File: src/rtl/brt_pkg.sv
package brt_pkg;

  // Instruction field positions (fixed by the encoding the decoder relies on)
  localparam int OPC_HI = 31;
  localparam int OPC_LO = 26;
  localparam int RA_HI  = 25;
  localparam int RA_LO  = 21;
  localparam int OPC_W  = OPC_HI - OPC_LO + 1;
  localparam int RIDX_W = RA_HI - RA_LO + 1;

  localparam logic [RIDX_W-1:0] HARD_ZERO_REG = 5'd31;

  // Control-transfer opcodes
  localparam logic [OPC_W-1:0] OPC_REG_JUMP   = 6'h1A;
  localparam logic [OPC_W-1:0] OPC_GO         = 6'h30;
  localparam logic [OPC_W-1:0] OPC_GO_LINK    = 6'h34;
  localparam logic [OPC_W-1:0] OPC_IF_EVEN    = 6'h38;
  localparam logic [OPC_W-1:0] OPC_IF_ZERO    = 6'h39;
  localparam logic [OPC_W-1:0] OPC_IF_NEG     = 6'h3A;
  localparam logic [OPC_W-1:0] OPC_IF_NONPOS  = 6'h3B;
  localparam logic [OPC_W-1:0] OPC_IF_ODD     = 6'h3C;
  localparam logic [OPC_W-1:0] OPC_IF_NONZERO = 6'h3D;
  localparam logic [OPC_W-1:0] OPC_IF_NONNEG  = 6'h3E;
  localparam logic [OPC_W-1:0] OPC_IF_POS     = 6'h3F;

  typedef enum logic [3:0] {
    CS_NONE,
    CS_ALWAYS,
    CS_JUMP,
    CS_EVEN,
    CS_ZERO,
    CS_NEG,
    CS_NONPOS,
    CS_ODD,
    CS_NONZERO,
    CS_NONNEG,
    CS_POS
  } condSel_e;

  // Summary of register A produced by the datapath
  typedef struct packed {
    logic isZero;
    logic isNeg;
    logic lowBit;
  } regFlags_t;

  // Strobes from control to datapath
  typedef struct packed {
    logic takeBranch;
    logic takeJump;
    logic linkWe;
  } pcStrobes_t;

endpackage

File: src/rtl/brt_ctrl.sv
module brt_ctrl
  import brt_pkg::*;
(
  input  logic [OPC_W-1:0]  opcode,
  input  logic [RIDX_W-1:0] aIdx,
  input  regFlags_t         flags,
  output pcStrobes_t        strobes
);

  condSel_e sel;
  logic     condMet;
  logic     linkForm;

  // Opcode to condition selector
  always_comb begin
    unique case (opcode)
      OPC_GO, OPC_GO_LINK: sel = CS_ALWAYS;
      OPC_REG_JUMP:        sel = CS_JUMP;
      OPC_IF_EVEN:         sel = CS_EVEN;
      OPC_IF_ZERO:         sel = CS_ZERO;
      OPC_IF_NEG:          sel = CS_NEG;
      OPC_IF_NONPOS:       sel = CS_NONPOS;
      OPC_IF_ODD:          sel = CS_ODD;
      OPC_IF_NONZERO:      sel = CS_NONZERO;
      OPC_IF_NONNEG:       sel = CS_NONNEG;
      OPC_IF_POS:          sel = CS_POS;
      default:             sel = CS_NONE;
    endcase
  end

  // Condition evaluation from the register summary flags
  always_comb begin
    unique case (sel)
      CS_ALWAYS:  condMet = 1'b1;
      CS_EVEN:    condMet = ~flags.lowBit;
      CS_ODD:     condMet = flags.lowBit;
      CS_ZERO:    condMet = flags.isZero;
      CS_NONZERO: condMet = ~flags.isZero;
      CS_NEG:     condMet = flags.isNeg;
      CS_NONPOS:  condMet = flags.isNeg | flags.isZero;
      CS_NONNEG:  condMet = ~flags.isNeg;
      CS_POS:     condMet = ~flags.isNeg & ~flags.isZero;
      default:    condMet = 1'b0;
    endcase
  end

  assign linkForm = (sel == CS_JUMP) || (opcode == OPC_GO) || (opcode == OPC_GO_LINK);

  always_comb begin
    strobes            = '0;
    strobes.takeJump   = (sel == CS_JUMP);
    strobes.takeBranch = condMet;
    strobes.linkWe     = linkForm && (aIdx != HARD_ZERO_REG);
  end

endmodule

File: src/rtl/brt_dpath.sv
module brt_dpath
  import brt_pkg::*;
#(
  parameter int          XLEN       = 64,
  parameter int          DISP_W     = 21,
  parameter int          INSN_BYTES = 4,
  parameter logic [63:0] RESET_PC   = 64'h0
) (
  input  logic              clk,
  input  logic              rst_n,
  input  logic [DISP_W-1:0] dispField,
  input  logic [XLEN-1:0]   fetchPc,
  input  logic [XLEN-1:0]   regAVal,
  input  logic [XLEN-1:0]   regBVal,
  input  pcStrobes_t        strobes,
  output regFlags_t         flags,
  output logic [XLEN-1:0]   seqPc,
  output logic [XLEN-1:0]   branchTarget,
  output logic [XLEN-1:0]   jumpTarget,
  output logic [XLEN-1:0]   nextPc
);

  localparam int SHIFT  = $clog2(INSN_BYTES);
  localparam int EXT_W  = XLEN - DISP_W - SHIFT;

  logic [XLEN-1:0] byteOffset;
  logic [XLEN-1:0] selectedPc;

  // Register A summary for the condition logic
  assign flags.isZero = (regAVal == '0);
  assign flags.isNeg  = regAVal[XLEN-1];
  assign flags.lowBit = regAVal[0];

  // Three candidate addresses in parallel
  assign seqPc        = fetchPc + XLEN'(INSN_BYTES);
  assign byteOffset   = {{EXT_W{dispField[DISP_W-1]}}, dispField, {SHIFT{1'b0}}};
  assign branchTarget = seqPc + byteOffset;
  assign jumpTarget   = {regBVal[XLEN-1:1], 1'b0};

  always_comb begin
    if (strobes.takeJump)        selectedPc = jumpTarget;
    else if (strobes.takeBranch) selectedPc = branchTarget;
    else                         selectedPc = seqPc;
  end

  always_ff @(posedge clk or negedge rst_n) begin
    if (!rst_n) nextPc <= RESET_PC[XLEN-1:0];
    else        nextPc <= selectedPc;
  end

endmodule

File: src/rtl/brt_unit.sv
module brt_unit
  import brt_pkg::*;
#(
  parameter int          XLEN       = 64,
  parameter int          DISP_W     = 21,
  parameter int          INSN_BYTES = 4,
  parameter logic [63:0] RESET_PC   = 64'h0
) (
  input  logic              clk,
  input  logic              rst_n,
  input  logic [31:0]       instrWord,
  input  logic [XLEN-1:0]   fetchPc,
  input  logic [XLEN-1:0]   regAVal,
  input  logic [XLEN-1:0]   regBVal,
  output logic [XLEN-1:0]   seqPc,
  output logic [XLEN-1:0]   branchTarget,
  output logic [XLEN-1:0]   jumpTarget,
  output logic              taken,
  output logic              linkWe,
  output logic [RIDX_W-1:0] linkIdx,
  output logic [XLEN-1:0]   linkValue,
  output logic [XLEN-1:0]   nextPc
);

  pcStrobes_t strobes;
  regFlags_t  flags;

  brt_ctrl i_ctrl (
    .opcode  (instrWord[OPC_HI:OPC_LO]),
    .aIdx    (instrWord[RA_HI:RA_LO]),
    .flags   (flags),
    .strobes (strobes)
  );

  brt_dpath #(
    .XLEN       (XLEN),
    .DISP_W     (DISP_W),
    .INSN_BYTES (INSN_BYTES),
    .RESET_PC   (RESET_PC)
  ) i_dpath (
    .clk          (clk),
    .rst_n        (rst_n),
    .dispField    (instrWord[DISP_W-1:0]),
    .fetchPc      (fetchPc),
    .regAVal      (regAVal),
    .regBVal      (regBVal),
    .strobes      (strobes),
    .flags        (flags),
    .seqPc        (seqPc),
    .branchTarget (branchTarget),
    .jumpTarget   (jumpTarget),
    .nextPc       (nextPc)
  );

  assign taken     = strobes.takeBranch | strobes.takeJump;
  assign linkWe    = strobes.linkWe;
  assign linkIdx   = instrWord[RA_HI:RA_LO];
  assign linkValue = seqPc;

endmodule

File: config.mk
export PLATFORM = sky130hd
export DESIGN_NAME = brt_unit
export DESIGN_NICKNAME = d
export VERILOG_FILES = /design/src/rtl/brt_pkg.sv /design/src/rtl/brt_ctrl.sv /design/src/rtl/brt_dpath.sv /design/src/rtl/brt_unit.sv
export SDC_FILE = /design/constraint.sdc
export NUM_CORES = 1
export LEC_CHECK = 0
export ABC_CLOCK_PERIOD_IN_PS = 7900
export BUFFER_PORTS_ARGS = -buffer_cell sky130_fd_sc_hd__buf_2
export CORE_AREA = 2 2 218 220
export DETAILED_ROUTE_END_ITERATION = 8
export DIE_AREA = 0 0 220 222
export RECOVER_POWER = 100
export SLEW_MARGIN = 20
export SYNTH_ARGS = -nofsm -noshare
export SYNTH_HDL_FRONTEND = slang
export SYNTH_SLANG_ARGS = --single-unit
File: constraint.sdc
create_clock -name clk -period 7.9 [get_ports clk]
set_input_delay 0.79 -clock clk [delete_from_list [all_inputs] [get_ports clk]]
set_output_delay 0.79 -clock clk [all_outputs]
set_load 0.01 [all_outputs]
==> results.sh <==
export IMPL_track_usage_pct=18.1
export IMPL_maxSlewViolCount=223
export IMPL_regArea_um2=1600
export IMPL_synthTopCellsByArea="dfrtp_1, buf_4, ha_1, xnor2_1, a221o_1"
export IMPL_dieArea_um2=48800
export IMPL_drt_iter0_drc=842
export IMPL_grt_max_degree=65
export IMPL_initial_core_util_pct=20.0
export IMPL_final_area_um2=11500
export IMPL_max_slew_margin_rel_pct=-77.6
export IMPL_placed_cell_area_um2=11600
export IMPL_cp_top_family="simple AND/OR/NAND/NOR gates"
export IMPL_post_cts_buffers=0
export IMPL_p_leak_nw=5.02
export IMPL_startpoint_type="primary input"
export IMPL_gr_total_overflow=0
export IMPL_clkTransAtPathRegs_ns=0.07
export IMPL_cts_tree="built"
export IMPL_place_hpwl_mm=37.6
export IMPL_core_area_um2=46300
export IMPL_worst_path_max_delay_cell="nor2_1"
export IMPL_cts_sinks=64
export IMPL_synthArstFlopShare_pct=100
export IMPL_hold_buffers=0
export IMPL_portBuffers=550
export IMPL_synth_seq_cells=64
export IMPL_yosys_area_top_type="dfrtp_1"
export IMPL_vias=10417
export IMPL_synthFlopType="dfrtp_1"
export IMPL_largestRegisters="i_dpath.nextPc (64)"
export IMPL_rows=79
export IMPL_synth_avg_cell_area_um2=7.94
export IMPL_via_per_inst=4.80
export IMPL_synthCells=1166
export IMPL_synth_distinct_cells=81
export IMPL_grt_pass1_vias=10029
export IMPL_firstDrtPassIters=5
export IMPL_gp_congestion=0.886
export IMPL_multi_input_area_um2=6300
export IMPL_finalHoldViolations=0
export IMPL_setup_viol=0
export IMPL_hold_path_class="primary input to flop"
export IMPL_period_share_pct=88.7
export IMPL_numCtsBuffers=9
export IMPL_antenna_found_initial=9
export IMPL_worst_setup_path_type="primary input to primary output"
export IMPL_max_cap_violations=5
export IMPL_rsz0062_at_grt="no"
export IMPL_synth_edf_count=0
export IMPL_ioPinCount=553
export IMPL_htreeDepth=3
export IMPL_syn_nets=1469
export IMPL_cp_end_kind="primary output"
export IMPL_wl_mm=45.9
export IMPL_cp_cell_sequence="buf_2 -> and4_1 -> and3_1 -> nand2_1 -> nor3_1 -> nand2_1 -> nor2_1 -> nand2_1 -> xnor2_1 -> ha_1 -> nand4_1 -> or2_0 -> o311ai_2 -> a21oi_1 -> a31o_1 -> xnor2_1 -> clkbuf_1"
export IMPL_fin_util_pct=24.9
export IMPL_synth_top_cell_area_share_pct=17.3
export IMPL_drc_errors=0
export IMPL_clock_root_buffer="clkbuf_16"
export IMPL_synthesis_area_um2=9250
export IMPL_filler_cell_count=5231
export IMPL_cts_resized=0
export IMPL_worst_path_buf_inv=2
export IMPL_irDropWorstVdd_mv=0.0702
export IMPL_violations="capacitance limit, slew limit"
export IMPL_status="finished with violations"
export IMPL_synth_seq_area_share_pct=17.3
export IMPL_crit_path_max_incr_delay_ns=0.64
export IMPL_cp_arrival_ns=6.22
export IMPL_largest_register="i_dpath.nextPc"
export IMPL_total_power_mw=1.69
export IMPL_ant_nets=0
export IMPL_tns_ns=0
export IMPL_cts_buffer_depth=2
export IMPL_grt_first_pass_wirelength_mm=65.2
export IMPL_tightest_slew_ns=2.66
export IMPL_critPathMaxFanout=8
export IMPL_die_h_um=222
export IMPL_critical_path_required_ns=7.11
export IMPL_die_x_um=220
export IMPL_largest_reg_flops=64
export IMPL_crit_top_cell="nand2_1"
export IMPL_max_freq_mhz=143
export IMPL_post_route_cells_drive_above_1_share_pct=18.9
export IMPL_synthToLayoutAreaGrowth_pct=24.5
export IMPL_wire_per_inst_um=21.2
export IMPL_layout_min_cycle_time_ns=7.01
export IMPL_yosysWarnings=0
export IMPL_powerDensity_nw_per_um2=147
export IMPL_finalNetCount=1859
==> final timing paths <==
check | depth (start not counted) | to | startpoint | slack (ns)
max | 17 | branchTarget[63] | fetchPc[4] | 0.89
max in group asynchronous | 2 | i_dpath.nextPc[26] | rst_n | 3.92
min in group asynchronous | 1 | i_dpath.nextPc[51] | rst_n | 1.04
min | 3 | i_dpath.nextPc[2] | regBVal[2] | 0.65
==> cell usage after synthesis, types with 8 or more instances <==
cell      count
buf_4       137
a221o_1      45
a21oi_1      80
nor3_1       18
and2_1       33
nor4_1       23
xor2_1       41
clkbuf_1     26
nor2b_1      21
dfrtp_1      64
buf_2        18
inv_1        22
xnor2_1      79
nand3_1      36
nand2_1      86
and3_1       18
o21ai_1      11
nor2_1       66
a22oi_1       8
o21ai_0      34
a22o_1        9
o21bai_1     15
a21o_1       44
ha_1         76
nand4_1      43
==> routing by layer <==
layer / global-route usage [%] / up-vias / wire length, um
met5: 0 / - / 56
met4: 6.30 / 10 / 1090
met3: 3.20 / 55 / 3110
met2: 28.9 / 496 / 21000
met1: 24.4 / 4947 / 20700
li1: - / 4909 / -
==> cell families (layout without fill, tap and decap cells) <==
group / Yosys count / in the layout / share of synthesized area (%)
fa+ha+maj: 77 / 77 / 10.5
compound gates: 300 / 300 / 22.9
mux: 4 / 4 / 0.446
other cells: 1 / 3 / 0.0405
flops: 64 / 64 / 17.3
xor+xnor: 121 / 121 / 11.5
simple gates: 393 / 393 / 23.0
buf+inv: 206 / 601 / 14.2
==> where the power goes <==
group | internal, mW | switching [mW]
clock | 0.293 | 0.190
combinational | 0.297 | 0.545
sequential | 0.361 | 0.00892
total | 0.951 | 0.744
==> area by class of cell <==
cell class	count	share of cell area, %
Antenna cell	2	0.0434
Clock buffer	11	2.19
Clock inverter	5	0.684
Inverter	23	0.749
Multi-Input combinational cell	896	54.7
Sequential cell	64	13.9
Tap cell	607	6.59
Timing Repair Buffer	562	21.1
==> cell usage in the layout, fill, tap and decap left out, drive strengths merged, types with 5 or more instances in the layout <==
master,instances
clkbuf,319
buf,254
nand2,87
a21oi,80
xnor2,80
ha,76
nor2,70
dfrtp,64
nand4,46
a221o,45
o21ai,45
a21o,44
xor2,41
nand3,38
and2,35
inv,23
nor4,23
nor2b,22
nor3,20
and3,19
o21bai,15
a22oi,10
a22o,9
a211oi,8
and4,8
a221oi,7
or2,7
or3,6
a31oi,6
nand2b,5
o21a,5
==> per-stage QoR <==
stage,hold slack [ns],cells,setup WS [ns]
floorplan,0.494,1166,2.74
finish,0.645,2170,0.893
detailed placement,1.03,2151,1.06
global placement,1.03,2151,1.15
global route,0.644,2170,0.561
CTS,0.600,2167,1.04
(Power assumes the default switching activity.)
